File: src/rtl/dbs_pkg.sv
package dbs_pkg;

  localparam int LANES  = 4;
  localparam int DATA_W = 8 * LANES;

  localparam logic [1:0] CODE_LONG = 2'b00;
  localparam logic [1:0] CODE_BYTE = 2'b01;
  localparam logic [1:0] CODE_WORD = 2'b10;

  // Request code 11 (line) is carried as a longword.
  function automatic logic [1:0] norm_size(input logic [1:0] code);
    return (code == 2'b11) ? CODE_LONG : code;
  endfunction

  // Bytes for a size or port code; 00 and 11 mean four bytes.
  function automatic int unsigned code_bytes(input logic [1:0] code);
    case (code)
      CODE_BYTE: return 1;
      CODE_WORD: return 2;
      default:   return 4;
    endcase
  endfunction

  function automatic int unsigned beat_count(input int unsigned ob, input int unsigned pb);
    return (ob > pb) ? (ob / pb) : 1;
  endfunction

  function automatic int unsigned chunk_bytes(input int unsigned ob, input int unsigned pb);
    return (ob < pb) ? ob : pb;
  endfunction

  // Enables: top cb lanes, moved down by the lane offset. Bit 3 is D[31:24].
  function automatic logic [3:0] lane_mask(input int unsigned cb, input int unsigned off);
    logic [7:0] wide;
    logic [3:0] top;
    wide = 8'hF0 >> cb;
    top  = wide[3:0];
    return top >> off;
  endfunction

  // Picks beat k of a right-justified operand and places it on the lanes.
  function automatic logic [DATA_W-1:0] place_write(input logic [DATA_W-1:0] wd,
                                                     input int unsigned nb, input int unsigned k,
                                                     input int unsigned cb, input int unsigned off);
    logic [2*DATA_W-1:0] t;
    logic [2*DATA_W-1:0] keep;
    t    = {{DATA_W{1'b0}}, wd} >> (8 * cb * (nb - 1 - k));
    keep = ({{(2*DATA_W-1){1'b0}}, 1'b1} << (8 * cb)) - 1;
    t    = (t & keep) << (DATA_W - 8 * cb);
    t    = t >> (8 * off);
    return t[DATA_W-1:0];
  endfunction

  // Extracts the cb enabled bytes of a beat as a right-justified value.
  function automatic logic [DATA_W-1:0] pull_read(input logic [DATA_W-1:0] din,
                                                   input int unsigned cb, input int unsigned off);
    logic [2*DATA_W-1:0] t;
    t = {{DATA_W{1'b0}}, din} << (8 * off);
    t = t & {{DATA_W{1'b0}}, {DATA_W{1'b1}}};
    t = t >> (DATA_W - 8 * cb);
    return t[DATA_W-1:0];
  endfunction

endpackage

File: src/rtl/dbs_beat_timer.sv
module dbs_beat_timer #(
  parameter int WAIT_W = 4
) (
  input  logic              clk,
  input  logic              rst_n,
  input  logic              active,
  input  logic              restart,
  input  logic              use_ext,
  input  logic [WAIT_W-1:0] waits,
  input  logic              ta,
  output logic              first_cyc,
  output logic              beat_end
);

  localparam logic [WAIT_W-1:0] CNT_MAX = '1;

  logic [WAIT_W-1:0] cnt;

  always_ff @(posedge clk or negedge rst_n) begin
    if (!rst_n)            cnt <= CNT_MAX;
    else if (restart)      cnt <= '0;
    else if (cnt != CNT_MAX) cnt <= cnt + 1'b1;
  end

  assign first_cyc = active && (cnt == '0);
  assign beat_end  = active && (use_ext ? ta : (cnt == waits));

  // a beat that keeps running never shows transfer start again
  p_ts_once_r4: assert property (@(posedge clk) disable iff (!rst_n)
    active && !beat_end |=> !first_cyc);

  // internal termination never lets the counter pass the wait count
  p_wait_window_r5: assert property (@(posedge clk) disable iff (!rst_n)
    active && !use_ext |-> cnt <= waits);

endmodule

File: src/rtl/dbs_lane_steer.sv
module dbs_lane_steer
  import dbs_pkg::*;
(
  input  logic [2:0]        beats,
  input  logic [2:0]        chunk,
  input  logic [1:0]        beat,
  input  logic [1:0]        lane_off,
  input  logic [DATA_W-1:0] wdata,
  input  logic [DATA_W-1:0] din,
  output logic [DATA_W-1:0] dout,
  output logic [LANES-1:0]  be,
  output logic [DATA_W-1:0] rchunk
);

  always_comb begin
    dout   = place_write(wdata, 32'(beats), 32'(beat), 32'(chunk), 32'(lane_off));
    be     = lane_mask(32'(chunk), 32'(lane_off));
    rchunk = pull_read(din, 32'(chunk), 32'(lane_off));
  end

endmodule

File: src/rtl/dbs_read_pack.sv
module dbs_read_pack
  import dbs_pkg::*;
(
  input  logic              clk,
  input  logic              rst_n,
  input  logic              clear,
  input  logic              capture,
  input  logic              last,
  input  logic [2:0]        chunk,
  input  logic [DATA_W-1:0] part,
  output logic [DATA_W-1:0] rdata,
  output logic              done
);

  logic [DATA_W-1:0] acc;
  logic [DATA_W-1:0] acc_next;

  always_comb acc_next = (acc << (8 * 32'(chunk))) | part;

  always_ff @(posedge clk or negedge rst_n) begin
    if (!rst_n) begin
      acc   <= '0;
      rdata <= '0;
      done  <= 1'b0;
    end else begin
      done <= capture && last;
      if (clear)        acc <= '0;
      else if (capture) acc <= acc_next;
      if (capture && last) rdata <= acc_next;
    end
  end

  // done is a single-cycle pulse
  p_done_pulse_r10: assert property (@(posedge clk) disable iff (!rst_n)
    done |=> !done);

  // the result only moves when the final beat ends
  p_rdata_hold_r9: assert property (@(posedge clk) disable iff (!rst_n)
    !(capture && last) |=> $stable(rdata));

endmodule

File: src/rtl/dyn_size_master.sv
module dyn_size_master
  import dbs_pkg::*;
#(
  parameter int ADDR_W = 32,
  parameter int WAIT_W = 4
) (
  input  logic              clk,
  input  logic              rst_n,
  input  logic              req_valid,
  output logic              req_ready,
  input  logic [ADDR_W-1:0] req_addr,
  input  logic              req_write,
  input  logic [1:0]        req_size,
  input  logic [DATA_W-1:0] req_wdata,
  input  logic [1:0]        cfg_port,
  input  logic [WAIT_W-1:0] cfg_waits,
  input  logic              cfg_ext_ack,
  input  logic              cfg_burst,
  output logic              rsp_done,
  output logic [DATA_W-1:0] rsp_rdata,
  output logic [ADDR_W-1:0] bus_addr,
  output logic [DATA_W-1:0] bus_dout,
  output logic              bus_dout_en,
  input  logic [DATA_W-1:0] bus_din,
  output logic              bus_ts,
  input  logic              bus_ta,
  output logic              bus_rnw,
  output logic [1:0]        bus_siz,
  output logic              bus_as,
  output logic              bus_cs,
  output logic              bus_oe,
  output logic [LANES-1:0]  bus_be
);

  // Latched request
  logic              busy;
  logic [1:0]        beat_idx;
  logic [ADDR_W-1:0] lat_addr;
  logic              lat_write;
  logic [1:0]        lat_size;
  logic [1:0]        lat_port;
  logic [WAIT_W-1:0] lat_waits;
  logic              lat_ext;
  logic              lat_burst;
  logic [DATA_W-1:0] lat_wdata;

  // Named events
  logic accept, beat_end, last, restart, first_cyc;

  // Beat geometry
  int unsigned       ob, pb;
  logic [2:0]        nb_w, cb_w;
  logic [1:0]        off_w;
  logic [ADDR_W-1:0] addr_k, port_step;
  logic [DATA_W-1:0] lane_dout, lane_part;
  logic [LANES-1:0]  lane_be;

  always_comb begin
    ob        = code_bytes(lat_size);
    pb        = code_bytes(lat_port);
    nb_w      = 3'(beat_count(ob, pb));
    cb_w      = 3'(chunk_bytes(ob, pb));
    port_step = ADDR_W'(pb);
    addr_k    = lat_addr + ADDR_W'(32'(beat_idx) * pb);
    off_w     = addr_k[1:0] & 2'(pb - 1);
  end

  assign accept  = req_valid && !busy;
  assign last    = ({1'b0, beat_idx} == nb_w - 3'd1);
  assign restart = accept || (beat_end && !last);

  always_ff @(posedge clk or negedge rst_n) begin
    if (!rst_n) begin
      busy      <= 1'b0;
      beat_idx  <= '0;
      lat_addr  <= '0;
      lat_write <= 1'b0;
      lat_size  <= CODE_LONG;
      lat_port  <= CODE_LONG;
      lat_waits <= '0;
      lat_ext   <= 1'b0;
      lat_burst <= 1'b0;
      lat_wdata <= '0;
    end else if (accept) begin
      busy      <= 1'b1;
      beat_idx  <= '0;
      lat_addr  <= req_addr;
      lat_write <= req_write;
      lat_size  <= norm_size(req_size);
      lat_port  <= cfg_port;
      lat_waits <= cfg_waits;
      lat_ext   <= cfg_ext_ack;
      lat_burst <= cfg_burst;
      lat_wdata <= req_wdata;
    end else if (beat_end) begin
      if (last) busy     <= 1'b0;
      else      beat_idx <= beat_idx + 2'd1;
    end
  end

  dbs_beat_timer #(.WAIT_W(WAIT_W)) u_timer (
    .clk       (clk),
    .rst_n     (rst_n),
    .active    (busy),
    .restart   (restart),
    .use_ext   (lat_ext),
    .waits     (lat_waits),
    .ta        (bus_ta),
    .first_cyc (first_cyc),
    .beat_end  (beat_end)
  );

  dbs_lane_steer u_steer (
    .beats    (nb_w),
    .chunk    (cb_w),
    .beat     (beat_idx),
    .lane_off (off_w),
    .wdata    (lat_wdata),
    .din      (bus_din),
    .dout     (lane_dout),
    .be       (lane_be),
    .rchunk   (lane_part)
  );

  dbs_read_pack u_pack (
    .clk     (clk),
    .rst_n   (rst_n),
    .clear   (accept),
    .capture (beat_end),
    .last    (last),
    .chunk   (cb_w),
    .part    (lane_part),
    .rdata   (rsp_rdata),
    .done    (rsp_done)
  );

  // Rising-edge side
  assign req_ready   = !busy;
  assign bus_ts      = first_cyc;
  assign bus_addr    = busy ? addr_k : lat_addr;
  assign bus_rnw     = busy ? !lat_write : 1'b1;
  assign bus_dout    = lane_dout;
  assign bus_dout_en = busy && lat_write;
  assign bus_siz     = (beat_idx == 2'd0 || lat_burst) ? lat_size : lat_port;

  // Falling-edge side
  always_ff @(negedge clk or negedge rst_n) begin
    if (!rst_n) begin
      bus_as <= 1'b0;
      bus_cs <= 1'b0;
      bus_oe <= 1'b0;
      bus_be <= '0;
    end else begin
      bus_as <= busy;
      bus_cs <= busy;
      bus_oe <= busy && !lat_write;
      bus_be <= busy ? lane_be : '0;
    end
  end

  // taking a request drops ready on the next cycle
  p_accept_r1: assert property (@(posedge clk) disable iff (!rst_n)
    req_valid && req_ready |=> !req_ready);

  // ready stays low until the final beat ends
  p_busy_hold_r1: assert property (@(posedge clk) disable iff (!rst_n)
    !req_ready && !(beat_end && last) |=> !req_ready);

  // address holds inside a beat
  p_addr_hold_r3: assert property (@(posedge clk) disable iff (!rst_n)
    !req_ready && !beat_end |=> $stable(bus_addr));

  // address steps by the port width between beats
  p_addr_step_r3: assert property (@(posedge clk) disable iff (!rst_n)
    !req_ready && beat_end && !last |=> bus_addr - $past(bus_addr) == port_step);

  // first beat reports the operand size
  p_siz_first_r7: assert property (@(posedge clk) disable iff (!rst_n)
    req_valid && req_ready |=> bus_siz == $past(norm_size(req_size)));

  // done only appears while idle and without a new start
  p_done_idle_r10: assert property (@(posedge clk) disable iff (!rst_n)
    rsp_done |-> req_ready && !bus_ts);

  // no beat enables three lanes
  p_be_shape_r8: assert property (@(posedge clk) disable iff (!rst_n)
    $countones(bus_be) != 3);

endmodule

File: config.mk
export PLATFORM = sky130hd
export DESIGN_NAME = dyn_size_master
export DESIGN_NICKNAME = d
export VERILOG_FILES = /design/src/rtl/dbs_pkg.sv /design/src/rtl/dbs_beat_timer.sv /design/src/rtl/dbs_lane_steer.sv /design/src/rtl/dbs_read_pack.sv /design/src/rtl/dyn_size_master.sv
export SDC_FILE = /design/constraint.sdc
export NUM_CORES = 1
export LEC_CHECK = 0
export BUFFER_PORTS_ARGS = -buffer_cell sky130_fd_sc_hd__buf_2
export CORE_MARGIN = 3
export CORE_UTILIZATION = 50
export DETAILED_ROUTE_END_ITERATION = 6
export PLACE_DENSITY = 0.72
export SLEW_MARGIN = 20
export SYNTH_ARGS = -nofsm -noshare
export SYNTH_HDL_FRONTEND = slang
export SYNTH_HIERARCHICAL = 1
export SYNTH_SLANG_ARGS = --single-unit
File: constraint.sdc
create_clock -name clk -period 13.65 [get_ports clk]
set_input_delay 0.6825 -clock clk [delete_from_list [all_inputs] [get_ports clk]]
set_output_delay 0.6825 -clock clk [all_outputs]
set_load 0.01 [all_outputs]
* Word-level counts from Yosys, hierarchy flattened
Index checks and enable logic that the tools add are counted.
** Storage, ports and cells
- Bits in registers :: 153
- Input port bits :: 111
- Output and inout bits :: 110
- Logic and storage cells :: 91
** Cells by class
- Add/sub/neg operators :: 9
- Multipliers :: 2
- Divide/modulo/power cells :: 1
- Magnitude comparators :: 2
- Equal/unequal tests :: 9
- Shift-type cells :: 9
- Multiplexer cells :: 20
- Bitwise operators :: 3
- Reductions and logical operators :: 19
** Operators by type and width (number)
- 32-bit two-way mux :: 3
- 64-bit AND :: 1
- 1-bit by 6-bit left shift with 64-bit output (first input constant) :: 1
- 64-bit by 32-bit left shift with 64-bit output :: 1
- 32-bit by 32-bit >> shifter with 64-bit output :: 1
- 64-bit by 5-bit >> shifter with 32-bit output :: 1
- 64-bit by 1-bit subtractor with 64-bit output (second input constant) :: 1
- 32-bit adder :: 1
- 32-bit by 32-bit divider with 32-bit output :: 1
- 3-bit by 32-bit multiplier with 29-bit output :: 1
- 32-bit OR :: 1
- 32-bit by 5-bit left shift with 32-bit output :: 1
- 32-bit by 6-bit left shift with 32-bit output :: 1
- 32-bit by 32-bit >> shifter with 32-bit output :: 1
- 32-bit by 2-bit subtractor with 32-bit output :: 1
- 4-bit two-way mux :: 3
- 3-bit one-hot mux with 2 select lines :: 2
- 2-bit two-way mux :: 5
- 8-bit by 3-bit >> shifter with 4-bit output (first input constant) :: 1
- 1-bit logical AND :: 7
- 6-bit by 6-bit subtractor with 7-bit output (first input constant) :: 1
- 2-bit equality test (second input constant) :: 3
- 3-bit two-way mux :: 2
- 2-bit nonzero test :: 3
- 21 further kinds :: 30

* Logic depth before layout (Yosys ltp)
Gate-level depths: netlist of run 1.
- Depth in word-level cells :: 11
- Gate-level depth with buffers :: 45

* Modules after synthesis
The synthesis of run 1 kept the hierarchy.
** Modules (own cells, without submodules)
- dbs_lane_steer :: times used 1, cells an instance 939, area each 6125.9 um2, seq. area each 0.0 um2
- dyn_size_master :: times used 1, cells an instance 543, area each 4593.2 um2, seq. area each 2102.0 um2
- dbs_read_pack :: times used 1, cells an instance 285, area each 2946.6 um2, seq. area each 1626.6 um2
- dbs_beat_timer :: times used 1, cells an instance 32, area each 299.0 um2, seq. area each 105.1 um2

==> results of run 1 <==
## cells in the final DEF, fill, tap and decap left out, types with 36 or more instances in the layout
cell	synthesis	routed
inv_1	82	81
ha_1	65	64
xnor2_1	36	36
a21oi_1	144	144
nand2_1	343	342
dfrtp_1	143	143
o21ai_0	61	59
nor2_1	218	218
buf_2	15	219
mux2_2	44	44
mux2i_1	48	48
## cells by family (layout without fill, tap and decap cells)
group,Yosys count,in the layout,share of synthesized area
DFF,153,153,0.275
muxes,99,99,0.0812
and+or+nand+nor,750,750,0.242
xor gates and xnor gates,57,57,0.0363
AOI/OAI and AO/OA,454,454,0.218
buffers and inverters,199,354,0.0584
adders and majority gates,87,87,0.0898
## stage by stage
stage               worst slack (ns)  instances   util  hold WS (ns)  cell area [µm²]
global placement                2.56       2294  0.560         0.473            15200
detailed placement              2.33       2294  0.560         0.481            15200
CTS                             1.82       2326  0.583         0.304            15800
floorplan                       2.78       1799      -         0.387            14000
global route                   0.835       2326  0.584         0.315            15900
finish                          1.72       2326  0.584         0.268            15900
## synth_stat cells, types with 9 or more instances
library cell,number
a211oi_1,27
a21o_1,11
a21oi_1,144
a221oi_1,16
a22o_1,10
a22oi_1,34
a31o_2,9
a31oi_1,24
and2_1,21
buf_1,10
buf_2,15
clkbuf_1,80
dfrtp_1,143
fa_1,22
ha_1,65
inv_1,82
mux2_2,44
mux2i_1,48
nand2_1,343
nand2b_1,19
nand3_1,34
nand4_1,18
nor2_1,218
nor3_1,22
nor4_1,10
o21ai_0,61
o22a_1,12
o22ai_1,10
xnor2_1,36
xor2_1,20
## per-layer routing
layer / track usage / up-vias / wire (µm)
met5: 0 / - / 0
met4: 0.0973 / 0 / 1300
met3: 0.0468 / 89 / 3250
met2: 0.468 / 650 / 20900
met1: 0.402 / 6676 / 19700
li1: - / 6627 / -
## cell type report
type	instances	share of cell area
clock buffers	17	0.0268
flip-flops and latches	153	0.242
clock inverters	15	0.0126
repair buffers	238	0.0786
inverters	84	0.0200
multi-input cells	1447	0.591
well taps	372	0.0293
## how the worst max path moves through the flow
stage	from	to	slack, ns	cells past startpoint
global placement	lat_port[0]$_DFFE_PN0P_	bus_be[1]$_DFF_NN0_	2.56	13
detailed placement	lat_port[1]$_DFFE_PN0P_	bus_dout[12]	2.33	41
floorplan	lat_port[0]$_DFFE_PN0P_	bus_be[1]$_DFF_NN0_	2.78	15
CTS	lat_port[1]$_DFFE_PN0P_	bus_dout[12]	1.82	41
global route	lat_port[1]$_DFFE_PN0P_	bus_dout[12]	0.83	41
finish	lat_port[1]$_DFFE_PN0P_	bus_dout[12]	1.72	43
## critical path, delay by kind of cell, from the launching register on
family	cells	cell delay, ns
compound gates	12	2.24
fa+ha+maj	9	3.08
buf+inv	8	1.00
flops	1	0.42
mux	1	0.21
simple gates	13	3.82
## state kept, by name, indices dropped and copies added (netlist names)
signal / count
lat_addr: 32
lat_wdata: 32
u_pack/acc: 32
u_pack/rdata: 32
bus_be: 4
lat_waits: 4
u_timer/cnt: 4
beat_idx: 2
lat_port: 2
lat_size: 2
bus_cs: 1
bus_oe: 1
busy: 1
lat_burst: 1
lat_ext: 1
lat_write: 1
u_pack/done: 1
==> impl_metrics.yaml, run 1 <==
sta:
  rsz0062_at_grt: "no"
  drv_slew: 0
  tightest_slew_ns: 1.05
  skew_ns: 0.0302
  fin_crit_ns: 11.93
  relSlewSlack: 0.292
  setup_tns_ns: 0
  hold_violations: 0
  finalCritPeriodShare: 0.874
  finalSetupViolations: 0
  clock.fmax_ghz: 0.0838
hold_path:
  worst_hold_path_type: "in2async"
drt:
  drcViolationCount: 0
  wl_per_cell_um: 19.4
  routed_wl_um: 45100
  routed-via-count: 14000
  drt_iter0_markers: 1406
  viasPerCell: 6.04
  final_antenna_net_count: 0
  dr.pass1.iters: 6
synthesis:
  syn_area_per_cell_um2: 7.76
  yosys_warnings: 6
  ys_types: 98
  synth.area.top_cells: "dfrtp_1 (26%), nand2_1 (9.2%), nor2_1 (5.9%), ha_1 (5.8%), a21oi_1 (5.2%)"
  ys_async_sr_fraction: 1.00
  yosysTopAreaCell: "dfrtp_1"
  syn_nets: 1997
  synth_seq_cells: 153
  syn_inst: 1799
  synthFlopType: "dfrtp_1"
  synth_edf_count: 0
  netlist_area_um2: 14000
  yosys.area.top_type_share: 0.256
  ys_seq_area_frac: 0.275
die:
  core-area_um2: 27200
  die-height_um: 173
  rows: 60
  die_area_um2: 30000
  start_util: 0.514
  io_pins: 221
  fp.dieW_um: 173
clock_tree:
  ctsResizeCount: 0
  root_buffer: "clkbuf_16"
  htreeDepth: 4
  clk_latency_ns: 0.43
  cts_tree: "yes"
  cts_made_buffers: 17
  clock_path_buffers: 2
  clock_sinks: 153
  postCtsSetupBuffers: 0
  cts.clk_slew.worst_paths_ns: 0.07
  holdBufCountCts: 0
cells_and_area:
  nNetsFinal: 2139
  drive_above_1_share: 0.193
  antenna_cells: 0
  seq_area_um2: 3830
  fillCellCount: 2602
  area_growth_pct: 13.6
  multi_input_area_um2: 9370
grt:
  grt_pass1_vias: 13400
  antenna_found_initial: 0
  grt_max_degree: 116
  grt_pass1_wl_um: 72400
  grt-ovfl-total: 0
  grt.total_usage: 0.291
place:
  gp_congestion: 0.964
  hpwl_um: 32900
  numPortBuffers: 220
setup_path:
  required_ns: 12.97
  arrival_ns: 11.24
  crit_type: "reg2out"
  crit_slowest_cell: "nand4_1"
  rr_worst_depth: 13
  crit_path_start_kind: "flop"
  end_kind: "primary output"
  timing.rr.end: "bus_be[1]$_DFF_NN0_"
  regToRegSetupSlack_ns: 2.39
  slowest_delay_ns: 0.68
  critPathMaxFanout: 12
  timing.rr.start: "lat_port[0]$_DFFE_PN0P_"
run:
  cap_violations: 0
run_status:
  status: "finished, final reports clean"
Power of run 1 is left out: the tool's default activity adds up to more than one toggle a clock period on the data nets, which glitch-free logic cannot reach.
==> inputs of run 2 (changes only) <==
--- a/config.mk
+++ b/config.mk
@@ -5,11 +5,12 @@
 export SDC_FILE = /design/constraint.sdc
 export NUM_CORES = 1
 export LEC_CHECK = 0
+export ABC_AREA = 1
 export BUFFER_PORTS_ARGS = -buffer_cell sky130_fd_sc_hd__buf_2
 export CORE_MARGIN = 3
 export CORE_UTILIZATION = 50
 export DETAILED_ROUTE_END_ITERATION = 6
-export PLACE_DENSITY = 0.72
+export PLACE_DENSITY = 0.71
 export SLEW_MARGIN = 20
 export SYNTH_ARGS = -nofsm -noshare
 export SYNTH_HDL_FRONTEND = slang
==> run 2 against run 1 <==
Net effect:
- synthesized cell count rose by 47%
- core utilization fell by 1.4 points
- clock-buffer cell count rose by 1
- cell area rose by 11%
- clock skew rose by 0.0077 ns
- critical endpoint is now bus_dout[4]
==> impl_metrics.yaml, run 2 <==
cells_and_area:
  drive_above_1_share: 0.126
  seq_area_um2: 3830
  final_cell_mix: "nand2_1 (1,036), inv_1 (324), nand3_1 (256), buf_2 (219), nor2_1 (166)"
  fillCellCount: 3150
  nNetsFinal: 2981
  final_common_cell: "nand2_1"
  multi_input_area_um2: 10100
  antenna_cells: 0
  area_growth_pct: 11.4
setup_path:
  required_ns: 12.97
  timing.rr.end: "bus_be[1]$_DFF_NN0_"
  timing.rr.start: "lat_port[0]$_DFFE_PN0P_"
  crit_slowest_cell: "nor2_1"
  critPathBufInv: 11
  crit_type: "reg2out"
  crit_start: "lat_port[1]$_DFFE_PN0P_"
  cp_num_cells: 62
  rr_worst_depth: 17
  arrival_ns: 10.68
  crit_path_start_kind: "flop"
  regToRegSetupSlack_ns: 2.88
  critPathMaxFanout: 12
  slowest_delay_ns: 0.68
  end_kind: "primary output"
  crit_top_cell: "nand2_1"
  cp_top_family: "simple AND/OR/NAND/NOR gates"
  crit_end: "bus_dout[4]"
synthesis:
  ys_types: 52
  syn_area_per_cell_um2: 5.96
  yosys_warnings: 6
  synthFlopType: "dfrtp_1"
  synth_xor_area_frac: 0.0233
  syn_inst: 2648
  synth_edf_count: 0
  netlist_area_um2: 15800
  synthMuxAreaShare: 0.00190
  synth.most_common_cell: "nand2_1"
  synth.top_cells.by_count: "nand2_1 (1,037), inv_1 (328), nand3_1 (256)"
  synth_seq_cells: 153
  synth_compound_area_frac: 0.0924
  yosysTopAreaCell: "nand2_1"
  synth.area.top_cells: "nand2_1 (25%), dfrtp_1 (23%), nand3_1 (8.1%), inv_1 (7.8%), ha_1 (5.2%)"
  yosys.area.top_type_share: 0.247
  synth_top_family_by_area: "simple AND/OR/NAND/NOR gates"
  ys_seq_area_frac: 0.243
  synthSimpleGateAreaFrac: 0.441
  synthAdderAreaFrac: 0.0795
  syn_nets: 2846
  ys_async_sr_fraction: 1.00
clock_tree:
  cts_tree: "yes"
  ctsResizeCount: 0
  htreeDepth: 4
  root_buffer: "clkbuf_16"
  holdBufCountCts: 0
  postCtsSetupBuffers: 0
  cts_made_buffers: 17
  clock_path_buffers: 2
  clk_latency_ns: 0.44
  clock_sinks: 153
  cts.clk_slew.worst_paths_ns: 0.07
drt:
  dr.pass1.iters: 7
  drcViolationCount: 0
  viasPerCell: 5.55
  final_antenna_net_count: 0
  routed_wl_um: 51400
  wl_per_cell_um: 16.1
  routed-via-count: 17700
  drt_iter0_markers: 1642
sta:
  finalSetupViolations: 0
  finalCritPeriodShare: 0.832
  setup_tns_ns: 0
  hold_violations: 0
  clock.fmax_ghz: 0.0880
  tightest_slew_ns: 1.07
  skew_ns: 0.0379
  fin_crit_ns: 11.36
  rsz0062_at_grt: "no"
  relSlewSlack: 0.284
  drv_slew: 0
grt:
  grt_use_met3: 0.0520
  grt_pass1_wl_um: 83500
  use_met2: 0.497
  grt-ovfl-total: 0
  top_usage_layer: "met2"
  grt.total_usage: 0.301
  antenna_found_initial: 0
  grt_max_degree: 96
  grt_pass1_vias: 17000
  groute.layer.met1.usage: 0.391
run_status:
  status: "finished, final reports clean"
hold_path:
  worst_hold_path_type: "in2async"
die:
  start_util: 0.512
  fp.dieW_um: 184
  rows: 64
  io_pins: 221
  die-height_um: 184
  die_area_um2: 33700
  core-area_um2: 30800
place:
  gp_congestion: 0.964
  numPortBuffers: 220
  hpwl_um: 38200
run:
  cap_violations: 0
[run 2: cell type report]
cell class | instances | share of cell area
flip-flops and latches | 153 | 0.218
clock inverters | 14 | 0.0114
multi-input cells | 2030 | 0.574
well taps | 396 | 0.0282
inverters | 346 | 0.0741
repair buffers | 235 | 0.0694
clock buffers | 18 | 0.0244
[run 2: layer usage]
metal,vias to the layer above,part of all wire
met5,-,0
met4,0,0.036
met3,127,0.073
met2,775,0.46
met1,8194,0.43
li1,8626,-
[run 2: worst min-delay path by stage]
stage | start | to | slack, ns | cells after the start
2_1_floorplan | rst_n | beat_idx[0]$_DFFE_PN0P_ | 0.39 | 0
3_3_place_gp | u_pack/rdata[24]$_DFFE_PN0P_ | u_pack/rdata[24]$_DFFE_PN0P_ | 0.46 | 2
3_5_place_dp | u_pack/rdata[27]$_DFFE_PN0P_ | u_pack/rdata[27]$_DFFE_PN0P_ | 0.46 | 2
4_1_cts | rst_n | lat_wdata[30]$_DFFE_PN0P_ | 0.14 | 1
5_1_grt | rst_n | beat_idx[1]$_DFFE_PN0P_ | 0.16 | 1
6_report | rst_n | lat_wdata[30]$_DFFE_PN0P_ | 0.15 | 1
[run 2: worst reg2reg max path: cells and delay by family (launching register included)]
| kind | cells | cell delay [ns] |
|---|---|---|
| xor gates and xnor gates | 1 | 0.16 |
| buffers and inverters | 5 | 1.12 |
| DFF | 1 | 0.40 |
| and+or+nand+nor | 6 | 1.08 |
| adders and majority gates | 3 | 0.98 |
| AOI/OAI and AO/OA | 2 | 0.23 |
[run 2: cells by family (layout without fill, tap and decap cells)]
| group | Yosys count | in the layout |
|---|---|---|
| fa+ha+maj | 87 | 87 |
| simple gates | 1628 | 1628 |
| mux | 3 | 3 |
| compound gates | 270 | 270 |
| flops | 153 | 153 |
| buf+inv | 465 | 613 |
| xor+xnor | 42 | 42 |
[run 2: per-stage QoR]
stage | hold WS [ns] | area [µm²] | setup WS, ns | utilization | cells
final | 0.149 | 17600 | 2.29 | 0.570 | 3192
after CTS | 0.143 | 17600 | 2.47 | 0.570 | 3192
after floorplan | 0.387 | 15800 | 3.14 | - | 2648
after global routing | 0.156 | 17600 | 1.30 | 0.570 | 3192
after global placement | 0.461 | 16900 | 3.10 | 0.550 | 3160
after detailed placement | 0.460 | 16900 | 2.94 | 0.550 | 3160
Power of run 2 is left out for the same reason.
==> inputs of run 3 (changes only) <==
--- a/config.mk
+++ b/config.mk
@@ -10,7 +10,7 @@
 export CORE_MARGIN = 3
 export CORE_UTILIZATION = 50
 export DETAILED_ROUTE_END_ITERATION = 6
-export PLACE_DENSITY = 0.71
+export PLACE_DENSITY = 0.74
 export SLEW_MARGIN = 20
 export SYNTH_ARGS = -nofsm -noshare
 export SYNTH_HDL_FRONTEND = slang
==> constraint.sdc (replaced) <==
create_clock -name clk -period 10.4 [get_ports clk]
set_input_delay 0.52 -clock clk [delete_from_list [all_inputs] [get_ports clk]]
set_output_delay 0.52 -clock clk [all_outputs]
set_load 0.01 [all_outputs]
==> run 3 against run 2 <==
Net effect:
- critical endpoint is now bus_dout[9]
- sequential share of layout area shrank 0.53 points
- register-to-register slack lost 1.3 ns
- clock-buffer cell count is the same
- worst setup slack got worse by 1.6 ns
- highest routed layer is now met5
==> impl_metrics.yaml, run 3 (synthesis gave the netlist of run 2 again) <==
sta:
  finalSetupViolations: 0
  drv_slew: 0
  whs_ns: 0.273
  fin_crit_ns: 9.69
  relSlewSlack: 0.240
  skew_ns: 0.0313
  tightest_slew_ns: 1.14
  clock.fmax_ghz: 0.103
  hold_violations: 0
  finalCritPeriodShare: 0.932
  setup_tns_ns: 0
drt:
  final_antenna_net_count: 0
  routed_wl_um: 51700
  routed-via-count: 17700
  drcViolationCount: 0
  wl_per_cell_um: 16.1
  dr.pass1.iters: 6
  viasPerCell: 5.54
  drt_iter0_markers: 1832
setup_path:
  crit_slowest_cell: "ha_1"
  crit_type: "reg2out"
  required_ns: 9.88
  crit_end: "bus_dout[9]"
  crit_path_start_kind: "flop"
  regToRegSetupSlack_ns: 1.54
  crit_top_cell: "nand2_1"
  slowest_delay_ns: 0.51
  timing.rr.start: "lat_port[0]$_DFFE_PN0P_"
  timing.rr.end: "bus_be[1]$_DFF_NN0_"
  crit_start: "lat_port[1]$_DFFE_PN0P_"
  end_kind: "primary output"
  rr_worst_depth: 17
  critPathMaxFanout: 17
  arrival_ns: 9.17
die:
  die-height_um: 184
  io_pins: 221
  start_util: 0.512
  rows: 64
  core-area_um2: 30800
  fp.dieW_um: 184
  die_area_um2: 33700
grt:
  grt-ovfl-total: 0
  antenna_found_initial: 2
  grt_max_degree: 119
  grt_pass1_vias: 16300
  grt_pass1_wl_um: 82600
  grt.total_usage: 0.300
clock_tree:
  cts.clk_slew.worst_paths_ns: 0.07
  htreeDepth: 4
  root_buffer: "clkbuf_16"
  clock_path_buffers: 2
  clock_sinks: 153
  cts_made_buffers: 17
  clk_latency_ns: 0.44
  cts_tree: "yes"
cells_and_area:
  final_common_cell: "nand2_1"
  drive_above_1_share: 0.152
  fin_util: 0.584
  final_area_um2: 18000
  nNetsFinal: 2992
  area_growth_pct: 14.2
  final_cell_mix: "nand2_1 (1,024), inv_1 (319), nand3_1 (249), buf_2 (219), nor2_1 (154)"
hold_path:
  worst_hold_path_type: "in2reg"
  hp-start: "req_addr[22]"
place:
  gp_congestion: 1.00
  placed_area_um2: 17000
  numPortBuffers: 220
  hpwl_um: 38900
run_status:
  status: "finished, final reports clean"
run:
  cap_violations: 0
run 3: final cells by class:
class                   instances  area [µm²]
inverters                     346        1300
repair buffers                246        1360
clock buffers                  18         429
multi-input cells            2030       10400
clock inverters                14         159
flip-flops and latches        153        3830
well taps                     396         495
fillers                      3064       12800
diodes                          1        2.50
run 3: worst min-delay path by stage:
stage	to	slack, ns	depth (start not counted)
final	lat_addr[22]$_DFFE_PN0P_	0.27	3
after global routing	lat_ext$_DFFE_PN0P_	0.27	3
after CTS	lat_addr[12]$_DFFE_PN0P_	0.25	3
after detailed placement	lat_wdata[16]$_DFFE_PN0P_	0.44	1
after global placement	lat_wdata[14]$_DFFE_PN0P_	0.44	1
after floorplan	beat_idx[0]$_DFFE_PN0P_	0.22	0
run 3: metrics by stage:
| step | cells | setup WS (ns) |
|---|---|---|
| floorplan | 2648 | 1.51 |
| global placement | 3168 | 0.859 |
| detailed placement | 3168 | 0.761 |
| CTS | 3201 | 0.257 |
| global route | 3204 | -0.114 |
| finish | 3204 | 0.712 |
run 3: what timing repair did:
item | in CTS | in global routing
endpoints found under the setup margin | 0 | 32
buffers inserted | 0 | 1
resized for setup | 0 | 83
hold buffers | 1 | 0
endpoints found under the hold margin | 32 | 0
run 3: critical path: cells and delay by family, from the launching register on:
kind | cells | cell delay, ns
DFF | 1 | 0.40
buffers and inverters | 9 | 1.04
AOI/OAI and AO/OA | 6 | 0.76
and+or+nand+nor | 35 | 3.77
adders and majority gates | 9 | 2.73
run 3: routing by layer:
layer	GRT usage	share of wire	vias up
met5	0	0.00025	-
met4	0.102	0.032	2
met3	0.0382	0.061	115
met2	0.500	0.47	728
met1	0.404	0.44	8220
li1	-	-	8683
Power of run 3 is left out for the same reason.
